## src/rtl/mcseq_pkg.sv

```systemverilog
package mcseq_pkg;

  typedef enum logic [3:0] {
    ST_FETCH  = 4'd0,
    ST_DECODE = 4'd1,
    ST_ADDR   = 4'd2,
    ST_LDRD   = 4'd3,
    ST_LDWB   = 4'd4,
    ST_STWR   = 4'd5,
    ST_REXE   = 4'd6,
    ST_RWB    = 4'd7,
    ST_BEQ    = 4'd8,
    ST_JMP    = 4'd9
  } mc_state_e;

  typedef struct packed {
    logic       pc_wr;
    logic       br_wr;
    logic       ir_wr;
    logic       mem_rd;
    logic       mem_wr;
    logic       rf_wr;
    logic       rf_dst;
    logic       rf_from_mem;
    logic       alu_a_sel;
    logic [1:0] alu_b_sel;
    logic [1:0] alu_op;
    logic [1:0] pc_src;
  } mc_ctrl_t;

  localparam logic       ASEL_PC   = 1'b0;
  localparam logic       ASEL_REG  = 1'b1;
  localparam logic [1:0] BSEL_REG  = 2'b00;
  localparam logic [1:0] BSEL_FOUR = 2'b01;
  localparam logic [1:0] BSEL_SEXT = 2'b10;
  localparam logic [1:0] BSEL_SHFT = 2'b11;
  localparam logic [1:0] OP_ADD    = 2'b00;
  localparam logic [1:0] OP_SUB    = 2'b01;
  localparam logic [1:0] OP_FUNCT  = 2'b10;
  localparam logic [1:0] SRC_ALU   = 2'b00;
  localparam logic [1:0] SRC_OUT   = 2'b01;
  localparam logic [1:0] SRC_JUMP  = 2'b10;

endpackage

```

## src/rtl/mcseq_next_state.sv

```systemverilog
module mcseq_next_state
  import mcseq_pkg::*;
#(
  parameter int                OPC_W  = 6,
  parameter logic [OPC_W-1:0]  OPC_R  = 6'h00,
  parameter logic [OPC_W-1:0]  OPC_LD = 6'h23,
  parameter logic [OPC_W-1:0]  OPC_ST = 6'h2B,
  parameter logic [OPC_W-1:0]  OPC_BR = 6'h04,
  parameter logic [OPC_W-1:0]  OPC_JP = 6'h02
) (
  input  mc_state_e        cur,
  input  logic [OPC_W-1:0] opcode,
  output mc_state_e        nxt
);

  logic is_r, is_ld, is_st, is_br, is_jp;

  always_comb begin
    is_r  = (opcode == OPC_R);
    is_ld = (opcode == OPC_LD);
    is_st = (opcode == OPC_ST);
    is_br = (opcode == OPC_BR);
    is_jp = (opcode == OPC_JP);
  end

  always_comb begin
    nxt = ST_FETCH;
    unique case (cur)
      ST_FETCH:  nxt = ST_DECODE;
      ST_DECODE: begin
        if (is_ld || is_st) nxt = ST_ADDR;
        else if (is_r)      nxt = ST_REXE;
        else if (is_br)     nxt = ST_BEQ;
        else if (is_jp)     nxt = ST_JMP;
        else                nxt = ST_FETCH;
      end
      ST_ADDR:   nxt = is_ld ? ST_LDRD : (is_st ? ST_STWR : ST_FETCH);
      ST_LDRD:   nxt = ST_LDWB;
      ST_REXE:   nxt = ST_RWB;
      ST_LDWB, ST_STWR, ST_RWB, ST_BEQ, ST_JMP: nxt = ST_FETCH;
      default:   nxt = ST_FETCH;
    endcase
  end

endmodule

```

## src/rtl/mcseq_state_reg.sv

```systemverilog
module mcseq_state_reg
  import mcseq_pkg::*;
(
  input  logic      clk,
  input  logic      rst,
  input  mc_state_e nxt,
  output mc_state_e cur
);

  always_ff @(posedge clk) begin
    if (rst) cur <= ST_FETCH;
    else     cur <= nxt;
  end

endmodule

```

## src/rtl/mcseq_out_decode.sv

```systemverilog
module mcseq_out_decode
  import mcseq_pkg::*;
(
  input  mc_state_e cur,
  output mc_ctrl_t  ctl
);

  always_comb begin
    ctl           = '0;
    ctl.alu_a_sel = ASEL_PC;
    ctl.alu_b_sel = BSEL_REG;
    ctl.alu_op    = OP_ADD;
    ctl.pc_src    = SRC_ALU;
    unique case (cur)
      ST_FETCH: begin
        ctl.mem_rd    = 1'b1;
        ctl.ir_wr     = 1'b1;
        ctl.pc_wr     = 1'b1;
        ctl.alu_b_sel = BSEL_FOUR;
      end
      ST_DECODE: ctl.alu_b_sel = BSEL_SHFT;
      ST_ADDR: begin
        ctl.alu_a_sel = ASEL_REG;
        ctl.alu_b_sel = BSEL_SEXT;
      end
      ST_LDRD: ctl.mem_rd = 1'b1;
      ST_LDWB: begin
        ctl.rf_wr       = 1'b1;
        ctl.rf_from_mem = 1'b1;
      end
      ST_STWR: ctl.mem_wr = 1'b1;
      ST_REXE: begin
        ctl.alu_a_sel = ASEL_REG;
        ctl.alu_op    = OP_FUNCT;
      end
      ST_RWB: begin
        ctl.rf_wr  = 1'b1;
        ctl.rf_dst = 1'b1;
      end
      ST_BEQ: begin
        ctl.br_wr     = 1'b1;
        ctl.alu_a_sel = ASEL_REG;
        ctl.alu_op    = OP_SUB;
        ctl.pc_src    = SRC_OUT;
      end
      ST_JMP: begin
        ctl.pc_wr  = 1'b1;
        ctl.pc_src = SRC_JUMP;
      end
      default: ctl = '0;
    endcase
  end

endmodule

```

## src/rtl/mcseq_pc_gate.sv

```systemverilog
module mcseq_pc_gate (
  input  logic pc_wr,
  input  logic br_wr,
  input  logic zero,
  output logic pc_load
);

  always_comb pc_load = pc_wr | (br_wr & zero);

endmodule

```

## src/rtl/mc_ctrl_seq.sv

```systemverilog
module mc_ctrl_seq
  import mcseq_pkg::*;
#(
  parameter int               OPC_W  = 6,
  parameter logic [OPC_W-1:0] OPC_R  = 6'h00,
  parameter logic [OPC_W-1:0] OPC_LD = 6'h23,
  parameter logic [OPC_W-1:0] OPC_ST = 6'h2B,
  parameter logic [OPC_W-1:0] OPC_BR = 6'h04,
  parameter logic [OPC_W-1:0] OPC_JP = 6'h02
) (
  input  logic             clk,
  input  logic             rst,
  input  logic [OPC_W-1:0] opcode,
  input  logic             zero,
  output logic             pc_wr,
  output logic             br_wr,
  output logic             ir_wr,
  output logic             mem_rd,
  output logic             mem_wr,
  output logic             rf_wr,
  output logic             rf_dst,
  output logic             rf_from_mem,
  output logic             alu_a_sel,
  output logic [1:0]       alu_b_sel,
  output logic [1:0]       alu_op,
  output logic [1:0]       pc_src,
  output logic             pc_load
);

  mc_state_e cur_st, nxt_st;
  mc_ctrl_t  ctl;

  mcseq_next_state #(
    .OPC_W(OPC_W), .OPC_R(OPC_R), .OPC_LD(OPC_LD),
    .OPC_ST(OPC_ST), .OPC_BR(OPC_BR), .OPC_JP(OPC_JP)
  ) u_next (
    .cur(cur_st), .opcode(opcode), .nxt(nxt_st)
  );

  mcseq_state_reg u_sreg (
    .clk(clk), .rst(rst), .nxt(nxt_st), .cur(cur_st)
  );

  mcseq_out_decode u_dec (
    .cur(cur_st), .ctl(ctl)
  );

  always_comb begin
    pc_wr       = ctl.pc_wr;
    br_wr       = ctl.br_wr;
    ir_wr       = ctl.ir_wr;
    mem_rd      = ctl.mem_rd;
    mem_wr      = ctl.mem_wr;
    rf_wr       = ctl.rf_wr;
    rf_dst      = ctl.rf_dst;
    rf_from_mem = ctl.rf_from_mem;
    alu_a_sel   = ctl.alu_a_sel;
    alu_b_sel   = ctl.alu_b_sel;
    alu_op      = ctl.alu_op;
    pc_src      = ctl.pc_src;
  end

  mcseq_pc_gate u_pcg (
    .pc_wr(ctl.pc_wr), .br_wr(ctl.br_wr), .zero(zero), .pc_load(pc_load)
  );

endmodule

```

## config.mk

```make
export PLATFORM = sky130hd
export DESIGN_NAME = mc_ctrl_seq
export DESIGN_NICKNAME = d
export VERILOG_FILES = /design/src/rtl/mcseq_pkg.sv /design/src/rtl/mcseq_next_state.sv /design/src/rtl/mcseq_state_reg.sv /design/src/rtl/mcseq_out_decode.sv /design/src/rtl/mcseq_pc_gate.sv /design/src/rtl/mc_ctrl_seq.sv
export SDC_FILE = /design/constraint.sdc
export NUM_CORES = 1
export LEC_CHECK = 0
export BUFFER_PORTS_ARGS = -buffer_cell sky130_fd_sc_hd__clkbuf_2
export CAP_MARGIN = 15
export CORE_AREA = 5 5 42 44
export CTS_CLUSTER_SIZE = 28
export DETAILED_ROUTE_END_ITERATION = 6
export DIE_AREA = 0 0 47 49
export PLACE_DENSITY = 0.61
export SETUP_SLACK_MARGIN = 0.2
export SLEW_MARGIN = 20
export SYNTH_ARGS = -nofsm -noshare
export SYNTH_HDL_FRONTEND = slang
export SYNTH_SLANG_ARGS = --single-unit
```

## constraint.sdc

```tcl
create_clock -name clk -period 1.45 [get_ports clk]
set_input_delay 0.29 -clock clk [delete_from_list [all_inputs] [get_ports clk]]
set_output_delay 0.29 -clock clk [all_outputs]
set_load 0.005 [all_outputs]
```

==> results.tsv, run 1 <==
stage	metric	value	unit
global_routing	first-pass GRT wire length	2100	um
yosys	syn avg cell area	7.19	um^2
sta	crit path time final	1480	ps
outcome	failing checks	negative setup slack	
floorplan	row cnt	14	
min_path	Hold EP	u_sreg.cur[3]$_SDFF_PP0_	
setup_path	CP startpoint kind	register	
place	placer congestion estimate	0.799	
cells_and_area	Layout Cells excl Fill	111	
setup_path	Critical R2R Capture	u_sreg.cur[1]$_SDFF_PP0_	
sta	max-slew violations	0	
floorplan	Initial Util	30.8	%
global_routing	met1 Use GR	15.6	%
yosys	Synth cell types	27	
sta	Worst-Margin Slew	305	ps
setup_path	flop-to-flop setup slack	330	ps
setup_path	Worst Setup End Kind	output pin	
yosys	Mapped Cells	60	
sta	Peak Freq	675	MHz
sta	final hold slack	246	ps
routing	Routed WL per cell	12.9	um
yosys	largest cells by area after synthesis	dfxtp_1 (19%), nor3_1 (10%), nor2_1 (7.8%), nand2b_1 (7.2%), buf_6 (5.2%)	
clocking	root buffer cell	clkbuf_4	
setup_path	FF-to-FF path depth	5	
sta	final setup margin	-31.0	ps
cells_and_area	Regs by FF count	u_sreg.cur x4	
sta	Setup TNS	-43.4	ps
cells_and_area	max reg flops	4	
clocking	H-tree levels	1	
routing	total wire length	1430	um
yosys	Commonest cells post-synth	nor2_1 (9), nor3_1 (9), nand2b_1 (5), dfxtp_1 (4), nand2_1 (3)	
floorplan	die width	47	um
cells_and_area	Diodes inserted	0	
cells_and_area	fin nets	106	
place	Setup WS pre-CTS	110	ps
outcome	status	finished with violations	
floorplan	Die H	49	um
cells_and_area	Area growth syn-to-layout	80.3	%
yosys	FFs w/ async S/R, synth	0	%
routing	initial drt markers	7	
setup_path	Critical Path Slowest Stage Cell	dfxtp_4	
clocking	maximum root-to-sink buffer count	2	
job	Max-cap violations	0	
setup_path	CP Data Required Time	1160	ps
pwr	VDD IR max	0.000588	V
routing	Final ANT Viol Nets	0	
global_routing	vias in the first global route	512	
sta	RSZ-0062 raised after global routing	true	
cells_and_area	fin area	778	um^2
yosys	Top FF cell, synth	dfxtp_1	
setup_path	crit-path leading delay family	simple AND/OR/NAND/NOR gates	
place	Inst Count DP	101	
sta	Final Cycle Share	102	%
cells_and_area	Largest Register	u_sreg.cur	
sta	number of hold violations in the final report	0	
clocking	CTS tree	done	
min_path	Worst Hold Depth	2	
setup_path	worst path buffer plus inverter count	1	
routing	vias after detailed routing	544	
global_routing	Remaining Overflow, GRT	0	
global_routing	grt met2 use	18.8	%
pwr	pwr/cell area	464	nW/um^2
clocking	worst skew pair latency	230	ps
yosys	EDFF count, synth	0	
sta	Relative slew margins	79.6	%
sta	Max Clock Skew	3.08	ps
clocking	hold buffers post-CTS	0	
pwr	Lkg Pwr	0.357	nW
setup_path	slowest stage delay, CP	360	ps
floorplan	IO Pins	25	
floorplan	Std-Cell Core Area	1400	um^2
floorplan	area of the die	2300	um^2
place	placed cell area	582	um^2
global_routing	largest net degree at the start of global routing	13	
global_routing	GRT busiest layer	met2	
yosys	Synthesized Nets	69	
routing	DRT Pass-1 Iters	4	
routing	DRC violations left	0	
yosys	Yosys top cell area share	18.6	%
yosys	fraction of the yosys area taken by sequential cells	18.6	%
cells_and_area	share of layout cells above drive strength 1	65.3	%
place	HPWL Detailed	945	um
setup_path	Critical Path Fanout Max	6	
min_path	HP Start	opcode[4]	
global_routing	GR Layer Usage met3	6.64	%
setup_path	Worst EP arrival	1190	ps
clocking	Num CTS Buffers	3	
sta	# setup viols final	3	
clocking	clk slew on worst S/H paths	40	ps
setup_path	critical path type	reg2out	
routing	post-DR vias/cell	4.90	
setup_path	CP cell instances	or2b_1 -> nand2_2 -> and2_4 -> buf_6	
min_path	Hold Crit Class	in2reg	
place	PortBufs	24	
clocking	Sink Count	4	
yosys	#FFs+latches synth	4	
setup_path	worst r2r src	u_sreg.cur[3]$_SDFF_PP0_	
yosys	Synth area leader	dfxtp_1	
global_routing	antenna violations before repair	0	
global_routing	global router's overall resource usage	12.1	%
yosys	Post-Synthesis Cell Area	432	um^2
yosys	Ys Warns	0	
## routing by layer
metal  routed length (um)  vias to the layer above
met5                    0                        -
met4                    0                        0
met3                  178                        0
met2                  671                       26
met1                  579                      233
li1                     -                      285
## worst register-to-register path, delay by kind of cell, from the launching register on
kind                   cells  cell delay, ps
DFF                        1             360
buffers and inverters      2             260
AOI/OAI and AO/OA          2             250
and+or+nand+nor            1             160
## layout make-up
class / instances / area, um^2
clock buffer: 3 / 22.5
fill: 142 / 623
inverter: 2 / 7.51
multi-input combinational: 49 / 393
sequential: 4 / 92.6
tap: 16 / 20.0
timing repair buffer: 37 / 243
## what timing repair did
action	in CTS	in global routing
buffers inserted	5	2
pin swaps	4	6
endpoints found under the setup margin	16	16
gates resized for setup	15	23
## report_power, final
part	switching, W	leakage, nW	internal (W)	total, W
Clock	0.0000430	0.0138	0.0000924	0.000135
Sequential	0.00000401	0.0352	0.000110	0.000114
Combinational	0.0000552	0.308	0.0000566	0.000112
## logic make-up after synthesis
family / share of synthesized area (%)
AND/OR/NAND/NOR: 50.4
AO/OA/AOI/OAI: 13.3
buffers and inverters: 11.0
flip-flops: 18.6
XOR/XNOR: 4.06
multiplexers: 2.61
## worst max-delay path by stage
stage	start	end	slack, ps	cells after the start
detailed placement	u_sreg.cur[0]$_SDFF_PP0_	alu_b_sel[1]	110	4
CTS	u_sreg.cur[0]$_SDFF_PP0_	alu_b_sel[1]	-30	4
global placement	u_sreg.cur[0]$_SDFF_PP0_	alu_b_sel[1]	140	4
floorplan	u_sreg.cur[1]$_SDFF_PP0_	alu_a_sel	220	3
finish	u_sreg.cur[0]$_SDFF_PP0_	alu_b_sel[1]	-30	4
global route	u_sreg.cur[0]$_SDFF_PP0_	alu_b_sel[1]	-100	4
## stage by stage
| step | power [W] | util, % |
|---|---|---|
| 5_1_grt | 0.000389 | 55.5 |
| 4_1_cts | 0.000355 | 50.0 |
| 3_3_place_gp | 0.000204 | 41.5 |
| 6_report | 0.000361 | 55.5 |
| 3_5_place_dp | 0.000206 | 41.5 |
| 2_1_floorplan | 0.000168 | - |
## placed cells by master (no fill, tap or decap), drive strengths merged
| master | count |
|---|---|
| buf | 23 |
| o22ai | 2 |
| xor2 | 1 |
| nand4 | 1 |
| o21ai | 2 |
| xnor2 | 1 |
| nor2 | 9 |
| or2b | 1 |
| a21oi | 2 |
| nand2b | 5 |
| nand2 | 3 |
| and3 | 1 |
| nand3 | 2 |
| clkbuf | 17 |
| o2111ai | 1 |
| nor4 | 3 |
| a21o | 1 |
| nor3 | 10 |
| and2b | 1 |
| mux2 | 1 |
| inv | 2 |
| dfxtp | 4 |
| a311oi | 1 |
| and2 | 1 |
Note: power is estimated with default switching activity, not from simulation.
==> run 2: changes to the inputs <==
ABC_AREA = 1   (was unset)
CTS_CLUSTER_SIZE = 10   (was 28)
PLACE_DENSITY = 0.6   (was 0.61)
==> run 2 against run 1 <==
Net effect:
- the flow still finishes with violations (negative setup slack)
- critical path depth rose by 2
- via count rose by 18%
- area after synthesis fell by 4.3%
- register-to-register slack got worse by 250 ps
- synthesized cell count rose by 33%
- clock power rose by 4%
- count of clock-buffer cells in the layout did not move
- non-clock buffer count rose by 1
- core utilization rose by 1.7 points
- routed wire length rose by 14%
- sequential share of layout area fell by 0.66 points
- critical path type unchanged
- critical endpoint is now pc_load
- largest cell class unchanged
- largest power group unchanged
==> results.tsv, run 2 <==
stage	metric	value	unit
outcome	status	finished with violations	
outcome	failing checks	negative setup slack	
cells_and_area	area occupied by registers	90.1	um^2
clocking	worst skew pair latency	240	ps
yosys	Top FF cell, synth	dfxtp_1	
setup_path	Worst Setup End Kind	output pin	
yosys	top-count cell post-synth	nor2_1	
floorplan	die width	47	um
pwr	pwr/cell area	474	nW/um^2
sta	Worst-Margin Slew	323	ps
sta	Final Cycle Share	107	%
yosys	Synthesized Nets	89	
floorplan	area of the die	2300	um^2
routing	post-DR vias/cell	4.74	
floorplan	Die H	49	um
clocking	Sink Count	4	
cells_and_area	Diodes inserted	0	
routing	DRT Pass-1 Iters	6	
place	PortBufs	24	
place	placer congestion estimate	0.798	
clocking	CTS tree	done	
cells_and_area	fin nets	131	
yosys	EDFF count, synth	0	
sta	number of hold violations in the final report	0	
sta	final setup margin	-96.1	ps
clocking	H-tree levels	1	
clocking	clk slew on worst S/H paths	40	ps
cells_and_area	most common cell after layout, fill and taps aside	clkbuf_2	
sta	Max Clock Skew	8.30	ps
place	HPWL Detailed	943	um
yosys	Ys Warns	0	
yosys	fraction of the yosys area taken by sequential cells	19.4	%
cells_and_area	max reg flops	4	
cells_and_area	Fillers	144	
pwr	VDD IR max	0.000318	V
global_routing	global router's overall resource usage	13.2	%
setup_path	CP startpoint kind	register	
place	Setup WS pre-CTS	91.9	ps
cells_and_area	Regs by FF count	u_sreg.cur x4	
cells_and_area	Area growth syn-to-layout	94.2	%
yosys	#FFs+latches synth	4	
floorplan	Std-Cell Core Area	1400	um^2
yosys	largest cells by area after synthesis	dfxtp_1 (19%), nor2_1 (19%), nand2_1 (16%), inv_1 (12%), nand3_1 (9.7%)	
sta	RSZ-0062 raised after global routing	true	
sta	Relative slew margins	78.4	%
global_routing	antenna violations before repair	0	
global_routing	first-pass GRT wire length	2250	um
floorplan	IO Pins	25	
global_routing	largest net degree at the start of global routing	7	
yosys	Synth cell types	15	
setup_path	critical path type	reg2out	
cells_and_area	most frequent cells in the layout	clkbuf_2 (17), nand2_1 (15), nor2_1 (12)	
yosys	FFs w/ async S/R, synth	0	%
clocking	maximum root-to-sink buffer count	2	
yosys	Mapped Cells	80	
pwr	Lkg Pwr	0.456	nW
floorplan	Initial Util	29.5	%
routing	vias after detailed routing	644	
floorplan	row cnt	14	
global_routing	vias in the first global route	581	
routing	Routed WL per cell	11.9	um
routing	total wire length	1620	um
yosys	Commonest cells post-synth	nor2_1 (21), nand2_1 (18), inv_1 (13), nand3_1 (8), a21oi_1 (5)	
yosys	Yosys top cell area share	19.4	%
routing	DRC violations left	0	
yosys	Synth area leader	dfxtp_1	
yosys	syn avg cell area	5.16	um^2
sta	# setup viols final	4	
sta	max-slew violations	0	
job	Max-cap violations	0	
setup_path	Critical Path Fanout Max	4	
setup_path	CP Data Required Time	1160	ps
global_routing	Remaining Overflow, GRT	0	
routing	Final ANT Viol Nets	0	
clocking	Num CTS Buffers	3	
yosys	Post-Synthesis Cell Area	413	um^2
min_path	Hold Crit Class	in2reg	
clocking	root buffer cell	clkbuf_4	
pwr	Pwr Total	0.000380	W
cells_and_area	share of layout cells above drive strength 1	60.0	%
sta	crit path time final	1550	ps
cells_and_area	area of the multi-input gates	367	um^2
routing	initial drt markers	6	
sta	Peak Freq	647	MHz
setup_path	Worst EP arrival	1260	ps
cells_and_area	Largest Register	u_sreg.cur	
## run 2: cell types whose count changed after synthesis, sizes merged, moves of 3 or more
cell	previous run	this run
nor3	10	0
inv	2	15
nand3	2	8
nor2	9	23
a21oi	2	5
buf	5	1
nand2b	5	0
nor4	3	0
nand2	3	20
## run 2: cell families after synthesis
group	synth area share [%]
flops	19.4
compound gates	9.09
simple gates	56.1
buf+inv	15.5
## run 2: repair_timing
| item | CTS | global route |
|---|---|---|
| setup endpoints to repair | 16 | 19 |
| pin swaps | 3 | 8 |
| buffers inserted | 7 | 7 |
| resized for setup | 21 | 28 |
| hold buffers | 0 | 0 |
## run 2: report_power, final
group          total, W  switching, W  internal, W
Combinational  0.000122     0.0000631    0.0000593
Sequential     0.000117    0.00000532     0.000112
Clock          0.000141     0.0000480    0.0000927
Total          0.000380      0.000116     0.000264
## run 2: worst paths after layout
kind | start | to | slack (ps) | depth (start not counted)
worst max-delay path | u_sreg.cur[2]$_SDFF_PP0_ | pc_load | -100 | 6
worst max register to register | u_sreg.cur[3]$_SDFF_PP0_ | u_sreg.cur[0]$_SDFF_PP0_ | 80 | 9
worst min-delay path | rst | u_sreg.cur[1]$_SDFF_PP0_ | 210 | 2
worst min register to register | u_sreg.cur[3]$_SDFF_PP0_ | u_sreg.cur[1]$_SDFF_PP0_ | 730 | 4
## run 2: metrics by stage
step / instances / hold WS [ps] / setup TNS (ps) / utilization (%) / area, um^2
global route: 136 / 212 / -657 / 57.2 / 802
finish: 136 / 214 / -227 / 57.2 / 802
global placement: 119 / 466 / 0 / 38.9 / 546
detailed placement: 119 / 465 / 0 / 38.9 / 546
CTS: 129 / 208 / -86.3 / 48.0 / 673
floorplan: 80 / 359 / 0 / - / 413
## run 2: final cells by class
type                            instances  area share (%)
Tap cell                               16            2.50
Sequential cell                         4            11.2
Multi-Input combinational cell         60            45.7
Inverter                               15            7.33
Clock buffer                            3            2.81
Timing Repair Buffer                   38            30.4
## run 2: worst max-delay path, cell delays in order, from the launching register on
cell	delay, ps
dfxtp_2	360
inv_4	60
nand2_4	80
nor2_4	40
or2_4	220
a21o_1	150
clkbuf_2	110
## run 2: layer usage
layer / GRT usage, % / wire length (um) / vias up
met5: 0 / 0 / -
met4: 8.29 / 45 / 0
met3: 2.21 / 89 / 6
met2: 23.3 / 872 / 29
met1: 13.2 / 613 / 287
li1: - / - / 322
